**src/rtl/tmr_pkg.sv**
```systemverilog
// Package: shared field positions, flag indices and edge-select type for the
// dual-capture timer. Assumes an 11-bit configuration word per channel.
package tmr_pkg;
    localparam int PS_W      = 4;   // prescaler exponent width
    localparam int CFG_W     = 11;  // configuration word width
    localparam int CFG_PS    = 0;   // exponent LSB
    localparam int CFG_SET   = 4;   // output-high strobe
    localparam int CFG_CLR   = 5;   // output-low strobe
    localparam int CFG_TIE   = 6;   // route pin A to both paths
    localparam int CFG_EB    = 7;   // pin B edge select LSB
    localparam int CFG_EA    = 9;   // pin A edge select LSB
    localparam int FLG_W     = 3;
    localparam int FLG_CAPA  = 0;
    localparam int FLG_CAPB  = 1;
    localparam int FLG_WRAP  = 2;

    typedef enum logic [1:0] {
        EDGE_FALL = 2'b00,
        EDGE_RISE = 2'b01,
        EDGE_BOTH = 2'b10,
        EDGE_BOTH2 = 2'b11
    } edge_sel_e;

    // Qualify a synchronized level change against the chosen edge kind.
    function automatic logic edge_hit(input logic cur, input logic prev, input edge_sel_e sel);
        case (sel)
            EDGE_FALL: edge_hit = prev & ~cur;
            EDGE_RISE: edge_hit = ~prev & cur;
            default:   edge_hit = prev ^ cur;
        endcase
    endfunction
endpackage

```
**src/rtl/tmr_sync.sv**
```systemverilog
// Module: two-flop synchronizer with one extra history stage, giving the
// current and previous synchronized levels of an asynchronous pin.
// Assumes the pin idles low at reset.
module tmr_sync (
    input  logic clk,
    input  logic rst_n,
    input  logic din,
    output logic cur,
    output logic prev
);
    logic meta;

    // Shift the pin through two sync flops and one history flop.
    always_ff @(posedge clk) begin
        if (!rst_n) begin
            meta <= 1'b0;
            cur  <= 1'b0;
            prev <= 1'b0;
        end else begin
            meta <= din;
            cur  <= meta;
            prev <= cur;
        end
    end
endmodule

```
**src/rtl/tmr_prescaler.sv**
```systemverilog
// Module: power-of-two prescaler. Emits one tick every 2^exp clocks,
// restarting from zero on clr. A lowered exponent takes effect at once.
module tmr_prescaler #(
    parameter int PS_W = 4
) (
    input  logic            clk,
    input  logic            rst_n,
    input  logic            clr,
    input  logic [PS_W-1:0] exp_i,
    output logic            tick
);
    localparam int PC_W = (1 << PS_W) - 1;

    logic [PC_W-1:0] pcnt;
    logic [PC_W-1:0] mask;

    // Terminal value is 2^exp - 1; the tick fires on reaching it.
    always_comb begin
        mask = ~({PC_W{1'b1}} << exp_i);
        tick = (pcnt >= mask) && !clr;
    end

    // Advance the prescaler count, wrapping on tick or restart.
    always_ff @(posedge clk) begin
        if (!rst_n || clr || tick) pcnt <= '0;
        else                        pcnt <= pcnt + 1'b1;
    end

    a_r7_presc_restart: assert property (@(posedge clk) disable iff (!rst_n)
        clr |=> (pcnt == '0));
endmodule

```
**src/rtl/tmr_channel.sv**
```systemverilog
// Module: one timer channel: config register, prescaler, counter, two
// capture paths, sticky flags, output pin and gated interrupt.
// Assumes write strobes are single-cycle and capture pins are asynchronous.
module tmr_channel
    import tmr_pkg::*;
#(
    parameter int CNT_W = 16
) (
    input  logic             clk,
    input  logic             rst_n,
    input  logic             cfg_wr,
    input  logic [CFG_W-1:0] cfg_wdata,
    input  logic             restart,
    input  logic             irq_en,
    input  logic             flg_clr_wr,
    input  logic [FLG_W-1:0] flg_clr_data,
    input  logic             pin_a,
    input  logic             pin_b,
    output logic [CNT_W-1:0] count,
    output logic [CNT_W-1:0] cap_a_q,
    output logic [CNT_W-1:0] cap_b_q,
    output logic [FLG_W-1:0] flags,
    output logic [CFG_W-1:0] cfg_rd,
    output logic             tout,
    output logic             irq
);
    logic [PS_W-1:0] ps_q;
    logic            tie_q;
    edge_sel_e       sel_a_q, sel_b_q;
    logic            tick;
    logic            a_cur, a_prev, b_cur, b_prev;
    logic            hit_a, hit_b, wrap;
    logic [FLG_W-1:0] set_vec, clr_vec;

    // Hold the persistent configuration fields.
    always_ff @(posedge clk) begin
        if (!rst_n) begin
            ps_q    <= '0;
            tie_q   <= 1'b0;
            sel_a_q <= EDGE_FALL;
            sel_b_q <= EDGE_FALL;
        end else if (cfg_wr) begin
            ps_q    <= cfg_wdata[CFG_PS +: PS_W];
            tie_q   <= cfg_wdata[CFG_TIE];
            sel_a_q <= edge_sel_e'(cfg_wdata[CFG_EA +: 2]);
            sel_b_q <= edge_sel_e'(cfg_wdata[CFG_EB +: 2]);
        end
    end

    // Read-back: strobe bits always return zero.
    always_comb begin
        cfg_rd = '0;
        cfg_rd[CFG_PS +: PS_W] = ps_q;
        cfg_rd[CFG_TIE]        = tie_q;
        cfg_rd[CFG_EA +: 2]    = sel_a_q;
        cfg_rd[CFG_EB +: 2]    = sel_b_q;
    end

    tmr_prescaler #(.PS_W(PS_W)) u_presc (
        .clk(clk), .rst_n(rst_n), .clr(restart), .exp_i(ps_q), .tick(tick)
    );

    tmr_sync u_sync_a (.clk(clk), .rst_n(rst_n), .din(pin_a), .cur(a_cur), .prev(a_prev));
    tmr_sync u_sync_b (.clk(clk), .rst_n(rst_n), .din(pin_b), .cur(b_cur), .prev(b_prev));

    // Edge qualification; path B borrows pin A when tied.
    always_comb begin
        hit_a = edge_hit(a_cur, a_prev, sel_a_q);
        hit_b = tie_q ? edge_hit(a_cur, a_prev, sel_b_q)
                      : edge_hit(b_cur, b_prev, sel_b_q);
        wrap  = tick && (count == '1);
    end

    // Main counter: restart has priority over stepping.
    always_ff @(posedge clk) begin
        if (!rst_n || restart) count <= '0;
        else if (tick)         count <= count + 1'b1;
    end

    // Capture registers load the running count on a qualified edge.
    always_ff @(posedge clk) begin
        if (!rst_n) begin
            cap_a_q <= '0;
            cap_b_q <= '0;
        end else begin
            if (hit_a) cap_a_q <= count;
            if (hit_b) cap_b_q <= count;
        end
    end

    // Sticky flags: new events win over a same-cycle clear.
    always_comb begin
        set_vec = '0;
        set_vec[FLG_CAPA] = hit_a;
        set_vec[FLG_CAPB] = hit_b;
        set_vec[FLG_WRAP] = wrap && !restart;
        clr_vec = flg_clr_wr ? flg_clr_data : '0;
    end

    // Update the flag register.
    always_ff @(posedge clk) begin
        if (!rst_n) flags <= '0;
        else        flags <= (flags & ~clr_vec) | set_vec;
    end

    // Output pin: low strobe wins over high strobe.
    always_ff @(posedge clk) begin
        if (!rst_n) tout <= 1'b0;
        else if (cfg_wr && cfg_wdata[CFG_CLR]) tout <= 1'b0;
        else if (cfg_wr && cfg_wdata[CFG_SET]) tout <= 1'b1;
    end

    assign irq = irq_en && (flags != '0);

    a_r1_hold: assert property (@(posedge clk) disable iff (!rst_n)
        (!tick && !restart) |=> $stable(count));
    a_r7_restart: assert property (@(posedge clk) disable iff (!rst_n)
        restart |=> (count == '0));
    a_r3_capture_a: assert property (@(posedge clk) disable iff (!rst_n)
        hit_a |=> (cap_a_q == $past(count)) && flags[FLG_CAPA]);
    a_r3_capture_b: assert property (@(posedge clk) disable iff (!rst_n)
        hit_b |=> (cap_b_q == $past(count)) && flags[FLG_CAPB]);
    a_r9_wrap: assert property (@(posedge clk) disable iff (!rst_n)
        (wrap && !restart) |=> flags[FLG_WRAP] && (count == '0));
    a_r5_set: assert property (@(posedge clk) disable iff (!rst_n)
        (cfg_wr && cfg_wdata[CFG_SET] && !cfg_wdata[CFG_CLR]) |=> tout);
    a_r6_clr: assert property (@(posedge clk) disable iff (!rst_n)
        (cfg_wr && cfg_wdata[CFG_CLR]) |=> !tout);
endmodule

```
**src/rtl/tmr_dual_capture.sv**
```systemverilog
// Module: top of the dual-capture timer pair. Holds the shared control word
// (per-channel restart strobes and interrupt enables) and one channel per
// timer. Assumes one write per port per cycle.
module tmr_dual_capture
    import tmr_pkg::*;
#(
    parameter int NT    = 2,
    parameter int CNT_W = 16
) (
    input  logic                clk,
    input  logic                rst_n,
    input  logic [NT-1:0]       cfg_wr,
    input  logic [CFG_W-1:0]    cfg_wdata,
    input  logic                ctl_wr,
    input  logic [2*NT-1:0]     ctl_wdata,
    input  logic [NT-1:0]       flg_clr_wr,
    input  logic [FLG_W-1:0]    flg_clr_data,
    input  logic [NT-1:0]       cap_a,
    input  logic [NT-1:0]       cap_b,
    output logic [NT*CNT_W-1:0] cnt_o,
    output logic [NT*CNT_W-1:0] capa_o,
    output logic [NT*CNT_W-1:0] capb_o,
    output logic [NT*FLG_W-1:0] flags_o,
    output logic [NT*CFG_W-1:0] cfg_rd_o,
    output logic [NT-1:0]       tout_o,
    output logic [NT-1:0]       irq_o
);
    logic [NT-1:0] ien_q;
    logic [NT-1:0] restart;

    // Store interrupt enables from the shared control word.
    always_ff @(posedge clk) begin
        if (!rst_n)      ien_q <= '0;
        else if (ctl_wr) ien_q <= ctl_wdata[NT +: NT];
    end

    // Restart bits act only in the cycle of the write.
    assign restart = ctl_wr ? ctl_wdata[NT-1:0] : '0;

    for (genvar i = 0; i < NT; i++) begin : g_ch
        tmr_channel #(.CNT_W(CNT_W)) u_ch (
            .clk(clk), .rst_n(rst_n),
            .cfg_wr(cfg_wr[i]), .cfg_wdata(cfg_wdata),
            .restart(restart[i]), .irq_en(ien_q[i]),
            .flg_clr_wr(flg_clr_wr[i]), .flg_clr_data(flg_clr_data),
            .pin_a(cap_a[i]), .pin_b(cap_b[i]),
            .count(cnt_o[i*CNT_W +: CNT_W]),
            .cap_a_q(capa_o[i*CNT_W +: CNT_W]),
            .cap_b_q(capb_o[i*CNT_W +: CNT_W]),
            .flags(flags_o[i*FLG_W +: FLG_W]),
            .cfg_rd(cfg_rd_o[i*CFG_W +: CFG_W]),
            .tout(tout_o[i]), .irq(irq_o[i])
        );
    end

    a_r8_irq_follows: assert property (@(posedge clk) disable iff (!rst_n)
        (ctl_wr && !ctl_wdata[NT]) |=> !irq_o[0]);
endmodule

```
**config.mk**
```make
export PLATFORM = sky130hd
export DESIGN_NAME = tmr_dual_capture
export DESIGN_NICKNAME = d
export VERILOG_FILES = /design/src/rtl/tmr_pkg.sv /design/src/rtl/tmr_sync.sv /design/src/rtl/tmr_prescaler.sv /design/src/rtl/tmr_channel.sv /design/src/rtl/tmr_dual_capture.sv
export SDC_FILE = /design/constraint.sdc
export NUM_CORES = 1
export LEC_CHECK = 0
export ABC_AREA = 1
export BUFFER_PORTS_ARGS = -buffer_cell sky130_fd_sc_hd__buf_4
export CORE_ASPECT_RATIO = 1.4
export CORE_MARGIN = 4
export CORE_UTILIZATION = 40
export DETAILED_ROUTE_END_ITERATION = 12
export PLACE_DENSITY = 0.72
export SKIP_LAST_GASP = 1
export SLEW_MARGIN = 20
export SYNTH_ARGS = -nofsm -noshare
export SYNTH_HDL_FRONTEND = slang
export SYNTH_SLANG_ARGS = --single-unit
```
**constraint.sdc**
```tcl
create_clock -name clk -period 2.3 [get_ports clk]
set_input_delay 0 -clock clk [delete_from_list [all_inputs] [get_ports clk]]
set_output_delay 0 -clock clk [all_outputs]
set_load 0.02 [all_outputs]
```
==> impl_results.html <==
<table>
<tr><th>Metric</th><th>Value</th></tr>
<tr><th colspan="2">Routing</th></tr>
<tr><td>DRT Wirelength</td><td>between 20 and 25 mm</td></tr>
<tr><td>Routed vias/inst</td><td>5.03</td></tr>
<tr><td>DRC violations left</td><td>0</td></tr>
<tr><td>Iter 0 DRT Violations</td><td>391</td></tr>
<tr><td>Average wire length per cell after detail routing</td><td>around 15 um</td></tr>
<tr><td>Antenna Nets Post-Route</td><td>0</td></tr>
<tr><td>Via count</td><td>7,847</td></tr>
<tr><td>Detailed-routing iteration count for the pre-antenna-repair pass</td><td>5</td></tr>
<tr><th colspan="2">Worst setup path</th></tr>
<tr><td>Critical-path cell with the highest stage delay</td><td>dfxtp_2</td></tr>
<tr><td>Critical path capture point</td><td>g_ch[0].u_ch.count[5]$_SDFFE_PP0P_</td></tr>
<tr><td>Slowest cell delay on critical path</td><td>~0.42 ns</td></tr>
<tr><td>Critical path launch point type</td><td>register</td></tr>
<tr><td>Crit path buffers/inverters</td><td>2</td></tr>
<tr><td>Critical path class</td><td>register to register</td></tr>
<tr><td>Worst reg-to-reg setup slack</td><td>0.18 ns</td></tr>
<tr><td>Type of element capturing the critical path</td><td>register</td></tr>
<tr><td>Number of gates on the worst path with buffers counted</td><td>13</td></tr>
<tr><td>Crit-path cells</td><td>nand2_1 -&gt; inv_1 -&gt; nand2_1 -&gt; ha_1 -&gt; nand2_2 -&gt; nor2_4 -&gt; nand2_2 -&gt; nor2_2 -&gt; nand2_4 -&gt; nand3_4 -&gt; buf_12 -&gt; nand3_1 -&gt; a21oi_2</td></tr>
<tr><td>Worst R2R End</td><td>g_ch[0].u_ch.count[5]$_SDFFE_PP0P_</td></tr>
<tr><td>Cell family contributing the most delay on the critical path</td><td>simple AND/OR/NAND/NOR gates</td></tr>
<tr><td>Critical path startpoint</td><td>g_ch[0].u_ch.ps_q[2]$_SDFFE_PN0P_</td></tr>
<tr><td>Worst EP required</td><td>between 2 and 3 ns</td></tr>
<tr><td>Worst reg2reg path startpoint</td><td>g_ch[0].u_ch.ps_q[2]$_SDFFE_PN0P_</td></tr>
<tr><td>Arrival time of data at the critical path endpoint</td><td>about 2.5 ns</td></tr>
<tr><td>R2r worst-path depth</td><td>13</td></tr>
<tr><td>CP max FO</td><td>11</td></tr>
<tr><th colspan="2">Power and ir drop</th></tr>
<tr><td>Maximum VDD drop</td><td>0.000445 V</td></tr>
<tr><td>Total power after layout</td><td>about 6700 uW</td></tr>
<tr><td>Power Dens Cells</td><td>~630 nW/um^2</td></tr>
<tr><td>Reported leakage power</td><td>between 0.004 and 0.005 uW</td></tr>
<tr><th colspan="2">Timing</th></tr>
<tr><td>Final-report setup violation count</td><td>0</td></tr>
<tr><td>Post-route setup slack</td><td>0.184 ns</td></tr>
<tr><td>Final-report hold violation count</td><td>0</td></tr>
<tr><td>WHS</td><td>0.158 ns</td></tr>
<tr><td>Total Negative Setup Slacks</td><td>0 ns</td></tr>
<tr><td>Pins over their slew limit</td><td>0</td></tr>
<tr><td>Worst max-slew margin expressed relative to the limit</td><td>approximately two thirds</td></tr>
<tr><td>Part of the cycle the worst path needs</td><td>between 90% and 100%</td></tr>
<tr><td>Time the final worst path needs with I/O delays and setup</td><td>roughly 2.1 ns</td></tr>
<tr><td>Transition time at the pin with the least slew margin</td><td>between 0.5 and 0.6 ns</td></tr>
<tr><td>Setup Skew</td><td>a little over 0.01 ns</td></tr>
<tr><td>Achievable frequency</td><td>between 0.4 and 0.5 GHz</td></tr>
<tr><th colspan="2">CTS</th></tr>
<tr><td>TritonCTS clock tree</td><td>done</td></tr>
<tr><td>CTS H-tree lvls</td><td>4</td></tr>
<tr><td>Clk Latency, worst-skew pair</td><td>0.43 ns</td></tr>
<tr><td>Worst-path clk slew</td><td>0.07 ns</td></tr>
<tr><td>Max clock buf depth</td><td>2</td></tr>
<tr><td>Clk sink count</td><td>166</td></tr>
<tr><td>Num CTS Buffers</td><td>17</td></tr>
<tr><td>Root Buffer</td><td>clkbuf_16</td></tr>
<tr><th colspan="2">Layout</th></tr>
<tr><td>Number of filler cells placed in the layout</td><td>just under 2,000</td></tr>
<tr><td>Multi-input gate area in the final layout</td><td>between 4000 and 5000 um^2</td></tr>
<tr><td>Area delta synth-&gt;final</td><td>28.9%</td></tr>
<tr><td>Final-stage net count</td><td>approximately 1,400</td></tr>
<tr><td>Fraction of final layout cells with drive strength greater than 1</td><td>approximately 23%</td></tr>
<tr><td>Share of the core filled with cells</td><td>52.2%</td></tr>
<tr><td>Area occupied by registers</td><td>roughly 3300 um^2</td></tr>
<tr><th colspan="2">Placement</th></tr>
<tr><td>Final HPWL DP</td><td>between 15 and 20 mm</td></tr>
<tr><td>Pre-CTS setup slack</td><td>0.0721 ns</td></tr>
<tr><td>Final weighted congestion in routability-driven placement</td><td>slightly below 0.9</td></tr>
<tr><td>Port-buffer cells</td><td>about 150</td></tr>
<tr><th colspan="2">Status</th></tr>
<tr><td>Result of the run</td><td>complete, no violations</td></tr>
<tr><th colspan="2">Synthesis</th></tr>
<tr><td>Ys async rst share</td><td>0%</td></tr>
<tr><td>Post-synth top area share</td><td>between 40 and 50%</td></tr>
<tr><td>Count of warnings emitted by yosys</td><td>0</td></tr>
<tr><td>Biggest area contributors in the synthesized netlist</td><td>dfxtp_1, nand2_1, a21oi_1</td></tr>
<tr><td>Netlist area before placement</td><td>just over 8000 um^2</td></tr>
<tr><td>Synthesized area per cell</td><td>between 7 and 8 um^2</td></tr>
<tr><td>Sequential-to-total area share from yosys stat</td><td>about 40%</td></tr>
<tr><td>Leading register cell type out of synthesis</td><td>dfxtp_1</td></tr>
<tr><td>Post-synth cell types</td><td>between 40 and 50</td></tr>
<tr><td>Mapped Cells</td><td>~1,100</td></tr>
<tr><td>Biggest area consumer among synthesized cells</td><td>dfxtp_1</td></tr>
<tr><td>Flip-flop and latch count after synthesis</td><td>approximately 170</td></tr>
<tr><td>Number of synthesized flops with an enable pin</td><td>0</td></tr>
<tr><th colspan="2">Flow run</th></tr>
<tr><td>Max_cap viols</td><td>0</td></tr>
<tr><th colspan="2">Global routing</th></tr>
<tr><td>Global-route wire length before repair</td><td>approximately 37 mm</td></tr>
<tr><td>Vias in the first global route</td><td>about 7,600</td></tr>
<tr><td>Pin count of the biggest net entering global routing</td><td>33</td></tr>
<tr><td>Met3 layer usage reported by global route</td><td>under 10%</td></tr>
<tr><td>Met2 usage</td><td>~35%</td></tr>
<tr><td>Global routing usage on met1</td><td>between 20% and 30%</td></tr>
<tr><td>Total GRT Usage</td><td>19.6%</td></tr>
<tr><td>Antenna violations before repair</td><td>0</td></tr>
<tr><td>Layer with the highest usage</td><td>met2</td></tr>
<tr><td>Global-route congestion overflow total</td><td>0</td></tr>
<tr><th colspan="2">Floorplanning</th></tr>
<tr><td>Total Die Area</td><td>between 20,000 and 25,000 um^2</td></tr>
<tr><td>Standard cell core area</td><td>between 20,000 and 25,000 um^2</td></tr>
<tr><td>Die H</td><td>178 um</td></tr>
<tr><td>I/O pins</td><td>157</td></tr>
<tr><td>Initial Utilization</td><td>around two fifths</td></tr>
<tr><td>Standard-cell rows</td><td>62</td></tr>
<tr><td>Die Wd</td><td>130 um</td></tr>
<tr><th colspan="2">Hold path</th></tr>
<tr><td>Hold Path Cell Cnt</td><td>4</td></tr>
<tr><td>Worst Hold Class</td><td>input port to register</td></tr>
</table>
==> power breakdown <==
part	internal, uW	total [uW]	leakage, uW	switching [uW]
Sequential	2960	3040	0.00135	76.4
Clock	1630	2860	0.000296	1230
Combinational	324	832	0.00302	508
==> stage by stage <==
step                      cell area (um^2)  cells
after floorplan                       8300   1105
after global placement                9650   1485
after detailed placement              9650   1485
after CTS                            10600   1553
after global routing                 10700   1558
final                                10700   1559
==> logic make-up (layout without fill, tap and decap cells) <==
| group | count (synthesis) | after routing | share of synthesized area (%) |
|---|---|---|---|
| AO/OA/AOI/OAI | 206 | 206 | 14.0 |
| XOR/XNOR | 27 | 27 | 2.85 |
| adder cells (fa/ha/maj) | 42 | 42 | 6.34 |
| buffers and inverters | 179 | 374 | 9.47 |
| flip-flops | 166 | 166 | 40.1 |
| other | 1 | 5 | 0.0452 |
| AND/OR/NAND/NOR | 481 | 483 | 27.2 |
==> worst reg2reg max path: stages, from the launching register on <==
cell and delay (ns):
dfxtp_2 0.42, nand2_1 0.10, inv_1 0.09, nand2_1 0.06, ha_1 0.30, nand2_2 0.08
nor2_4 0.14, nand2_2 0.07, nor2_2 0.13, nand2_4 0.11, nand3_4 0.14, buf_12 0.16
nand3_1 0.10, a21oi_2 0.15
==> synthesized netlist by cell type (2+ instances only) <==
master,number
nand2_1,214
dfxtp_1,166
inv_1,124
a21oi_1,106
nor2_1,94
nand3_1,83
o21ai_0,67
ha_1,42
xor2_1,23
clkbuf_1,21
a21oi_2,20
nor3_1,19
nand3_2,17
nor2_2,13
buf_4,12
nand2_2,11
buf_2,9
nand4_1,9
inv_2,5
buf_6,4
nand3_4,4
nor3_2,4
o2111ai_2,4
o21ai_1,4
xnor2_1,4
a211oi_1,2
o31a_1,2
or2_0,2
or2_1,2
or2_2,2
==> cell usage in the layout (no fill, tap or decap), types with 3 or more instances in the layout <==
cell and instances:
nor3_2 4, nand3_1 83, nand2_1 214, o2111ai_2 4, nor2_1 94, nand3_4 4
xor2_1 23, nor2_2 13, ha_1 42, nand3_2 19, inv_1 124, inv_6 3
nand2_2 8, clkbuf_8 4, o21ai_1 6, buf_4 174, dlygate4sd3_1 36, dfxtp_1 161
nand4_1 9, clkbuf_16 17, o21ai_0 65, dfxtp_2 4, a21oi_1 106, a21oi_2 20
clkinv_4 4, conb_1 4, inv_2 5, nor3_1 19, xnor2_1 4
==> repair_timing <==
item / 4_1_cts / 5_1_grt
buffers inserted: 0 / 3
hold buffers: 36 / 0
resized for setup: 0 / 14
setup endpoints to repair: 0 / 61
endpoints found under the hold margin: 52 / 0
==> flip-flops by register name, summed over array words and instances, names as in the netlist <==
register / flops
g_ch.u_ch.cap_a_q: 32
g_ch.u_ch.cap_b_q: 32
g_ch.u_ch.count: 32
g_ch.u_ch.u_presc.pcnt: 30
g_ch.u_ch.ps_q: 8
g_ch.u_ch.flags: 6
g_ch.u_ch.sel_a_q: 4
g_ch.u_ch.sel_b_q: 4
g_ch.u_ch.tie_q: 2
g_ch.u_ch.tout: 2
g_ch.u_ch.u_sync_a.cur: 2
g_ch.u_ch.u_sync_a.meta: 2
g_ch.u_ch.u_sync_a.prev: 2
g_ch.u_ch.u_sync_b.cur: 2
g_ch.u_ch.u_sync_b.meta: 2
g_ch.u_ch.u_sync_b.prev: 2
ien_q: 2
==> worst min path at each step <==
stage / slack [ns] / startpoint / end
global placement: 0.20 / cap_b[0] / g_ch[0].u_ch.u_sync_b.meta$_SDFF_PN0_
floorplan: 0.1 / cfg_wr[0] / g_ch[0].u_ch.tout$_SDFFE_PP0P_
detailed placement: 0.19 / cap_b[0] / g_ch[0].u_ch.u_sync_b.meta$_SDFF_PN0_
global route: 0.20 / ctl_wdata[0] / g_ch[0].u_ch.count[11]$_SDFFE_PP0P_
finish: 0.16 / ctl_wdata[0] / g_ch[0].u_ch.count[13]$_SDFFE_PP0P_
CTS: 0.14 / ctl_wdata[0] / g_ch[0].u_ch.count[13]$_SDFFE_PP0P_
==> metal layers <==
| metal | vias to the layer above | routed length, um |
|---|---|---|
| met3 | 23 | 1240 |
| met1 | 3663 | 9670 |
| met5 | - | 0 |
| li1 | 3973 | - |
| met2 | 188 | 11700 |
| met4 | 0 | 327 |
==> final cells by class <==
class	count	area share [%]
timing repair buffer	212	16.0
antenna	1	0.0234
tap	256	3.00
multi-input combinational	762	39.7
clock buffer	21	4.49
inverter	130	4.56
sequential	166	31.2
clock inverter	11	1.05
(Power assumes the default switching activity.)
